===== config.mk =====
export PLATFORM = sky130hd
export DESIGN_NAME = spare_lane_steer
export DESIGN_NICKNAME = d
export VERILOG_FILES = /design/src/rtl/spare_lane_steer.sv
export SDC_FILE = /design/constraint.sdc
export NUM_CORES = 1
export LEC_CHECK = 0
export BUFFER_PORTS_ARGS = -buffer_cell sky130_fd_sc_hd__buf_2
export CAP_MARGIN = 10
export CORE_AREA = 2 2 229 231
export CTS_CLUSTER_DIAMETER = 80
export CTS_CLUSTER_SIZE = 24
export DETAILED_ROUTE_END_ITERATION = 16
export DIE_AREA = 0 0 231 233
export MAX_ROUTING_LAYER = met4
export PLACE_DENSITY = 0.37
export SYNTH_ARGS = -nofsm -noshare
export SYNTH_HDL_FRONTEND = slang
export SYNTH_SLANG_ARGS = --single-unit

===== constraint.sdc =====
create_clock -name clk -period 2.6 [get_ports clk]
set_input_delay 0.65 -clock clk [delete_from_list [all_inputs] [get_ports clk]]
set_output_delay 0.65 -clock clk [all_outputs]
set_load 0.03 [all_outputs]

===== src/rtl/spare_lane_steer.sv =====
module spare_lane_steer #(
  parameter int LANE_W = 4,
  parameter int DATA_W = 128,
  parameter int CHK_W  = 12,
  parameter int CW_W   = DATA_W + CHK_W,
  parameter int PHY_W  = CW_W + LANE_W,
  parameter int IDX_W  = 6
) (
  input  logic             clk,
  input  logic             rst_n,
  input  logic             perf_mode,
  input  logic             mirror_en,
  input  logic             busy,
  input  logic             fault_valid,
  input  logic [IDX_W-1:0] fault_lane,
  input  logic [CW_W-1:0]  wr_cw,
  output logic [PHY_W-1:0] wr_phy,
  input  logic [PHY_W-1:0] rd_phy,
  output logic [CW_W-1:0]  rd_cw,
  output logic             steer_valid,
  output logic [IDX_W-1:0] steer_lane,
  output logic [1:0]       fault_count,
  output logic             log_evt,
  output logic             alert,
  output logic             offline
);
  localparam int NLANES = CW_W / LANE_W;

  logic             steer_on;
  logic [LANE_W-1:0] wr_sel;
  logic             pend;
  logic [IDX_W-1:0] pend_lane;
  logic             fault_ok;

  assign steer_on = steer_valid & ~perf_mode;
  assign fault_ok = fault_valid && (fault_lane < IDX_W'(NLANES));

  for (genvar i = 0; i < NLANES; i++) begin : g_lane
    assign wr_phy[i*LANE_W +: LANE_W] = wr_cw[i*LANE_W +: LANE_W];
    assign rd_cw[i*LANE_W +: LANE_W] =
      (steer_on && steer_lane == IDX_W'(i)) ? rd_phy[CW_W +: LANE_W]
                                            : rd_phy[i*LANE_W +: LANE_W];
  end

  always_comb begin
    wr_sel = '0;
    for (int i = 0; i < NLANES; i++)
      if (steer_lane == IDX_W'(i)) wr_sel = wr_cw[i*LANE_W +: LANE_W];
  end

  assign wr_phy[CW_W +: LANE_W] = steer_on ? wr_sel : '0;

  always_ff @(posedge clk or negedge rst_n) begin
    if (!rst_n) begin
      fault_count <= '0;
      log_evt     <= 1'b0;
      alert       <= 1'b0;
      offline     <= 1'b0;
      pend        <= 1'b0;
      pend_lane   <= '0;
    end else begin
      log_evt <= 1'b0;
      alert   <= 1'b0;
      if (fault_ok) begin
        if (fault_count != 2'd3) fault_count <= fault_count + 2'd1;
        if (fault_count == 2'd0 && !perf_mode) begin
          log_evt   <= 1'b1;
          pend      <= 1'b1;
          pend_lane <= fault_lane;
        end else begin
          alert <= 1'b1;
        end
        if (fault_count == 2'd2 && mirror_en) offline <= 1'b1;
      end
      if (pend && !busy) pend <= 1'b0;
    end
  end

  always_ff @(posedge clk or negedge rst_n) begin
    if (!rst_n) begin
      steer_valid <= 1'b0;
      steer_lane  <= '0;
    end else if (pend && !busy) begin
      steer_valid <= 1'b1;
      steer_lane  <= pend_lane;
    end
  end

  a_r5_hold_while_busy: assert property (@(posedge clk) disable iff (!rst_n)
    busy |=> ($stable(steer_valid) && $stable(steer_lane)));

  a_r3_lane_in_range: assert property (@(posedge clk) disable iff (!rst_n)
    steer_valid |-> (steer_lane < IDX_W'(NLANES)));

  a_r8_count_never_drops: assert property (@(posedge clk) disable iff (!rst_n)
    1'b1 |=> (fault_count >= $past(fault_count)));

  a_r9_count_needs_report: assert property (@(posedge clk) disable iff (!rst_n)
    !fault_valid |=> $stable(fault_count));

  a_r4_log_excludes_alert: assert property (@(posedge clk) disable iff (!rst_n)
    !(log_evt && alert));

  a_r7_offline_needs_mirror: assert property (@(posedge clk) disable iff (!rst_n)
    $rose(offline) |-> $past(mirror_en));

  a_r7_offline_sticky: assert property (@(posedge clk) disable iff (!rst_n)
    offline |=> offline);

  a_r10_perf_spare_zero: assert property (@(posedge clk) disable iff (!rst_n)
    perf_mode |-> (wr_phy[CW_W +: LANE_W] == '0));
endmodule


---- Yosys cells after proc, flatten, opt, wreduce, memory -nomap -nowiden ----
Cells that the tools add are included.
storage, ports and cells
  bits in registers ....................... 19
  output and inout port bits .............. 296
  input port bits ......................... 296
  logic and storage cells ................. 175
cells by class
  order comparisons ....................... 1
  $add $sub $neg .......................... 1
  multiplexer cells ....................... 78
  equality and inequality tests ........... 36
  reduce and logical (&&, ||, !) cells .... 49
  bitwise logic cells ..................... 2
operator list
  kind                                                 number
  2-to-1 mux 4 bit                                     71
  equality test 6 x 5 -> 1 bit, second input constant  16
  equality test 6 x 4 -> 1 bit, second input constant  8
  logical AND 1 bit                                    39
  equality test 6 x 3 -> 1 bit, second input constant  4
  equality test 6 bit, second input constant           3
  equality test 6 x 2 -> 1 bit, second input constant  2
  AND reduction 2 bit                                  4
  2-to-1 mux 1 bit                                     7
  equality test 6 x 1 -> 1 bit, second input constant  1
  zero test 6 bit                                      1
  < comparator 6 bit, second input constant            1
  nonzero test 2 bit                                   2
  adder 2 x 1 -> 2 bit, second input constant          1
  equality test 2 bit, second input constant           1
  zero test 1 bit                                      2
  zero test 2 bit                                      1
  != test 2 bit, second input constant                 1
  AND 1 bit                                            1
  inverter 1 bit                                       1

---- Depth between registers and ports, before layout ----
Gate-level depths: netlist of run 1.
  word-level depth ........................ 37
  gate-level depth with buffers ........... 9
  gate-level depth less buffers ........... 6

---- Least setup slack after synthesis of run 1 ----
No wires, ideal clock.
  kind .................................... reg2out
  start ................................... register steer_lane[2]
  end ..................................... output wr_phy[142]
  stages on the path, launching flop included .. 9
  arrival ................................. 2.293 ns
  data required time ...................... 1.950 ns
  buffers on the path ..................... 2
  slack ................................... -0.343 ns
  cell sequence ........................... dfrtp_1 > buf_6 > or4b_4 > buf_6 > o22ai_1 > a21oi_1 > o41ai_1 > o21ai_0 > a21oi_1
on the way
  cells in the longest elaborated chain, start to end .. 37
  elaborated cells on any way between the ends .. 71
  those cells by class .................... 34 x eq/ne; 36 x mux; 1 x reduce/logical
RTL lines
  what                             line  text
  start: declaration               21    output logic [IDX_W-1:0] steer_lane,
  start signal: assignment         85    steer_lane <= pend_lane;
  zero test 6 bit                  48    if (steer_lane == IDX_W'(i)) wr_sel = wr_cw[i*LANE_W +: LANE_W];
  2-to-1 mux 4 bit (34 in series)  48
  2-to-1 mux 4 bit (*)             48
  2-to-1 mux 4 bit (*)             51    assign wr_phy[CW_W +: LANE_W] = steer_on ? wr_sel : '0;
  end: declaration                 17    output logic [PHY_W-1:0] wr_phy,
Every way passes the cells marked *; elsewhere a longest branch is shown, timed or not.

---- Worst setup path after layout of run 1 ----
  start ................................... register steer_lane[2]
  end ..................................... output wr_phy[143]
Same word-level chain as after synthesis.

==> results of run 1 <==
==> report_power, final <==
group	leakage (nW)	switching (mW)	internal, mW	total, mW
registers	0.229	0.161	0.435	0.596
logic	5.52	4.62	4.10	8.72
clock network	0.0382	0.114	0.209	0.323
total	5.79	4.90	4.74	9.63
==> layout by cell type, fill, tap and decap left out, types with 5 or more instances in the layout <==
cell type  synthesis  final
buf_2             15    448
nand2_1           74     45
dfrtp_1           19     13
o22ai_1           11      9
a31oi_1            9      7
mux4_2             6      6
mux2_2           150     99
inv_1              8      8
o21ai_2            0      5
mux2i_1           11     10
a21oi_2            0      6
nand2_4            0      8
buf_6              3    191
nor2_1            22     12
buf_12             0     37
a21oi_1           30     24
a22oi_1            6      5
nand2_8            0     20
nand3_1            9      5
diode_2            0      5
buf_4            148    102
nor2b_1            7      6
nor3_1            10      8
nor2_4             0     10
mux2_4             0     51
o21ai_0           27     20
buf_8              1      5
==> registers in the layout, summed over array words and instances, names as in the netlist <==
name         count
pend_lane        6
offline          1
fault_count      2
alert            1
pend             1
steer_valid      1
steer_lane       6
log_evt          1
==> metrics by stage <==
step	setup WS [ps]	power, mW
2_1_floorplan	-115	3.92
3_3_place_gp	-548	6.81
3_5_place_dp	-648	6.83
4_1_cts	-609	9.15
5_1_grt	-671	10.1
6_report	-635	9.63
==> area by class of cell <==
| class | count | share of cell area, % |
|---|---|---|
| clock buffers | 4 | 0.641 |
| flip-flops and latches | 19 | 3.97 |
| multi-input cells | 463 | 38.8 |
| diodes | 5 | 0.102 |
| well taps | 680 | 6.92 |
| inverters | 10 | 0.316 |
| repair buffers | 786 | 49.3 |
==> routing by layer <==
metal / vias up / global-route usage (%) / wire (um)
li1: 3565 / - / -
met1: 3720 / 18.4 / 17900
met2: 356 / 27.1 / 22000
met3: 24 / 1.63 / 1880
met4: 0 / 2.26 / 642
met5: - / - / 0
==> kinds of logic (layout without fill, tap and decap cells) <==
kind of cell / count (synthesis) / after routing / synth area share [%]
AND/OR/NAND/NOR: 160 / 160 / 15.4
buffers and inverters: 201 / 800 / 24.5
flip-flops: 19 / 19 / 8.56
adder cells (fa/ha/maj): 3 / 3 / 0.676
XOR/XNOR: 1 / 1 / 0.158
other: 0 / 5 / 0
multiplexers: 167 / 167 / 34.8
AO/OA/AOI/OAI: 132 / 132 / 15.8
==> worst min path at each step <==
stage / to / cells past startpoint / start / slack (ps)
floorplan: alert / 0 / rst_n / 350
global placement: pend_lane[4] / 2 / pend_lane[4] / 460
detailed placement: offline / 1 / offline / 460
CTS: fault_count[1] / 1 / rst_n / 360
global route: steer_valid / 1 / rst_n / 380
finish: pend / 1 / rst_n / 340
==> worst max-delay path, delay by kind of cell, from the launching register on <==
| family | cells | cell delay (ps) |
|---|---|---|
| flip-flops | 1 | 490 |
| AO/OA/AOI/OAI | 4 | 860 |
| buffers and inverters | 2 | 360 |
| AND/OR/NAND/NOR | 1 | 620 |
==> what timing repair did <==
action                     CTS  global route
pin swaps                   31            52
cloned                       4             2
resized for setup          479            97
setup endpoints to repair  144           144
buffers inserted            51            30
==> flow_summary.toml, run 1 <==
[drt]
viasPerCell = 3.90
drtIter0Drc = 269
drc = 0
dr.pass1.iters = 5
wl_um = 42500
postRouteAntennaNets = 0
routedWlPerCell_um = 21.6
via_count = 7665

[sta]
worst_pin_slew_ps = 760
fmax_mhz = 309
rsz0062_at_grt = "true"
fin_ws_ps = -635
fin_skew_ps = 4.42
finalSetupTns_ps = -40870
setup_viol = 144
whs_ps = 340
finalCritPeriodShare_pct = 124
relSlewSlack_pct = 49.3
maxSlewViolCount = 0
hold_violations = 0
fin_crit_ps = 3240

[floorplan]
die_area_um2 = 53800
io_pins = 592
num_rows = 83
floorplan.core_area_um2 = 51100
die_width_um = 231
fp.dieH_um = 233
start_util_pct = 10.9

[finish]
fin_cells = 1967
layout-drive-gt1-share_pct = 82.2
seq_area_um2 = 488
fill_cells = 5578
finish.instance_area_um2 = 12300
nNetsFinal = 1582
multi_input_area_um2 = 4760
final_util_pct = 24.1
area_delta_synth_final_pct = 121

[setup_path]
crit_path_frequent_cell = "a21oi_2"
crit_fanout = 8
crit_chain = "or4b_4, buf_12, a21oi_2, a21oi_2, o211ai_1, a211o_1, buf_6"
r2r-start = "fault_count[0]"
slowest_delay_ps = 620
critical_path_class = "reg2out"
critPathRequiredTime_ps = 1950
critPathLaunchType = "flop"
worst_setup_path_end_kind = "primary output"
timing.rr.end = "pend"
worstPathArrival_ps = 2590
worstRegToRegCells = 5
cp_slowest_cell = "or4b_4"
crit_start = "steer_lane[2]"
rrSetupSlack_ps = 1360
cp-endpoint = "wr_phy[143]"

[cts]
cts_max_level = 1
cts_sinks = 19
cts_tree = "done"
clk_root_buffer_cell = "clkbuf_16"
cts_buffers = 3
clk_pin_slew_ps = 60
clk_path_buf_depth = 2
clkLatencyLatePin_ps = 250
ctsHoldBuffers = 0

[synthesis]
synth_most_common_cell = "mux2_2"
syn_avg_cell_area_um2 = 8.13
ys.flop_type = "dfrtp_1"
synthTopCellsByCount = "mux2_2, buf_4, nand2_1"
synth.top_cell.area_share_pct = 30.4
synth_top_area_cell = "mux2_2"
synth_cells = 683
ys_async_sr_fraction_pct = 100
ys_top_cells_by_area = "mux2_2, buf_4, dfrtp_1"
synth_edf_count = 0
synth_seq_cells = 19
ys_types = 67
syn_area_um2 = 5550
ys.warnings.count = 0
ys_seq_area_share_pct = 8.56
syn-num-nets = 982

[placed_design]
dp.cells = 1888
post-dp-hpwl_um = 34200
io_buffers = 591
gp_congestion = 0.823
dpl_cell_area_um2 = 9340

[pwr]
power_density_nw_per_um2 = 784
leakage_nw = 5.79
peakVddDrop_mv = 0.330

[worst_hold_path]
min_path_type = "in2async"

[global_routing]
grt_pass1_vias = 7941
grt_max_degree = 36
grt_pass1_wl_um = 56900
antenna_found_initial = 7
grt_overflow = 0
grt_usage_pct = 15.1

[run]
drv_cap = 0

[status]
outcome = "finished, violations left"
violations = "setup timing"
(Power assumes the default switching activity.)
==> run 2: changes to the inputs <==
PLACE_DENSITY = not set   (was 0.37)
PLACE_DENSITY_LB_ADDON = 0.05   (was not set)
==> run 2 against run 1 <==
Against the previous run:
- the flow still finishes with violations (setup timing)
- combinational power fell by 2%
- core utilization fell by 0.14 points
- clock power rose by 4%
- cell count rose by 0.36%
- worst setup slack improved by 150 ps
- non-clock buffer count rose by 9
- fmax rose by 4.9%
- clock skew rose by 2.2 ps
- register-to-register slack got worse by 90 ps
- clock-buffer cell count fell by 1
- critical path type unchanged
- critical endpoint is now wr_phy[140]
==> flow_summary.toml, run 2 (synthesis results as in run 1) <==
[setup_path]
critPathLaunchType = "flop"
critPathRequiredTime_ps = 1950
critical_path_class = "reg2out"
rrSetupSlack_ps = 1270
timing.rr.end = "pend_lane[4]"
worstPathArrival_ps = 2440
crit_fanout = 6
r2r-start = "fault_count[0]"
worstRegToRegCells = 7
worst_setup_path_end_kind = "primary output"

[floorplan]
die_width_um = 231
start_util_pct = 10.9
floorplan.core_area_um2 = 51100
io_pins = 592
die_area_um2 = 53800
num_rows = 83
fp.dieH_um = 233

[sta]
finalCritPeriodShare_pct = 119
rsz0062_at_grt = "true"
worst_pin_slew_ps = 499
fmax_mhz = 324
fin_ws_ps = -485
hold_violations = 0
fin_skew_ps = 6.61
setup_viol = 144
relSlewSlack_pct = 66.7
maxSlewViolCount = 0
fin_crit_ps = 3090

[drt]
viasPerCell = 3.80
dr.pass1.iters = 4
via_count = 7492
drtIter0Drc = 266
drc = 0
postRouteAntennaNets = 0
wl_um = 44500
routedWlPerCell_um = 22.5

[global_routing]
busiest_layer = "met2"
grt_pass1_vias = 7797
grt_usage_pct = 15.5
grt_use_met3_pct = 1.19
grt_max_degree = 36
antenna_found_initial = 5
grt_overflow = 0
grtUsageMet2_pct = 27.1
grt_pass1_wl_um = 58600
use_met1_pct = 20.3

[finish]
final_common_cell = "buf_2"
largest_registers = "pend_lane x6, steer_lane x6, fault_count x2"
finish.instance_area_um2 = 12200
nNetsFinal = 1591
final_cell_mix = "buf_2, buf_6, buf_4, mux2_2, mux2_4"
final_util_pct = 23.9
layout-drive-gt1-share_pct = 82.0
fill_cells = 5710
area_delta_synth_final_pct = 120

[pwr]
leakage_nw = 5.85
power_density_nw_per_um2 = 781
peakVddDrop_mv = 0.321

[run]
drv_cap = 0

[status]
outcome = "finished, violations left"
violations = "setup timing"

[cts]
clk_root_buffer_cell = "clkbuf_16"
cts_sinks = 19
cts_buffers = 3
clkLatencyLatePin_ps = 260
clk_path_buf_depth = 2
cts_max_level = 1
cts_tree = "done"
clk_pin_slew_ps = 60

[placed_design]
post-dp-hpwl_um = 37700
gp_congestion = 0.783
dpl_cell_area_um2 = 9410
io_buffers = 591

[worst_hold_path]
min_path_type = "in2async"
## run 2: worst max path at each step
stage                        from     endpoint  slack [ps]
finish              steer_lane[2]  wr_phy[140]        -490
global route        steer_lane[3]  wr_phy[142]        -570
CTS                 steer_lane[5]  wr_phy[143]        -530
detailed placement  steer_lane[4]  wr_phy[143]        -570
global placement    steer_lane[4]  wr_phy[143]        -580
floorplan           steer_lane[4]  wr_phy[140]        -120
## run 2: layout make-up
type	count	area (um^2)	area share, %
tap	680	851	6.96
clock inverter	1	7.51	0.0614
antenna	3	7.51	0.0614
timing repair buffer	795	5970	48.8
multi-input combinational	463	4780	39.1
sequential	19	493	4.03
inverter	10	37.5	0.307
clock buffer	3	75.1	0.614
## run 2: per-layer routing
metal | part of all wire [%] | vias up | wire [um]
met5 | 0 | - | 0
met2 | 51 | 305 | 22500
met4 | 0.94 | 0 | 418
li1 | - | 3582 | -
met1 | 45 | 3586 | 19900
met3 | 3.8 | 19 | 1690
## run 2: stage by stage
stage	TNS (ps)	worst slack (ps)	total power [mW]	hold WS (ps)	cells
after global placement	-27120	-581	6.97	467	1908
after global routing	-45020	-568	10.1	391	1972
after floorplan	-331	-115	3.92	354	683
final	-35050	-485	9.54	351	1974
after detailed placement	-33850	-567	6.94	465	1908
after CTS	-37990	-525	8.91	378	1952
## run 2: power by group
group          switching (mW)  internal, mW
clock                   0.127         0.208
sequential              0.182         0.442
combinational            4.50          4.08
total                    4.80          4.73
## run 2: worst max-delay path: stages (launching register included)
cell and delay (ps):
dfrtp_4 500, buf_12 150, or4b_4 600, nor2_1 110, a31oi_1 50, o221a_1 290
a21oi_2 180, o2bb2ai_4 140, buf_6 150
## run 2: timing repair
item / CTS / global route
setup endpoints to repair: 144 / 144
setup buffers: 45 / 24
hold buffers: 0 / 0
resized for setup: 392 / 208
pin swaps: 40 / 35
gates cloned: 0 / 4
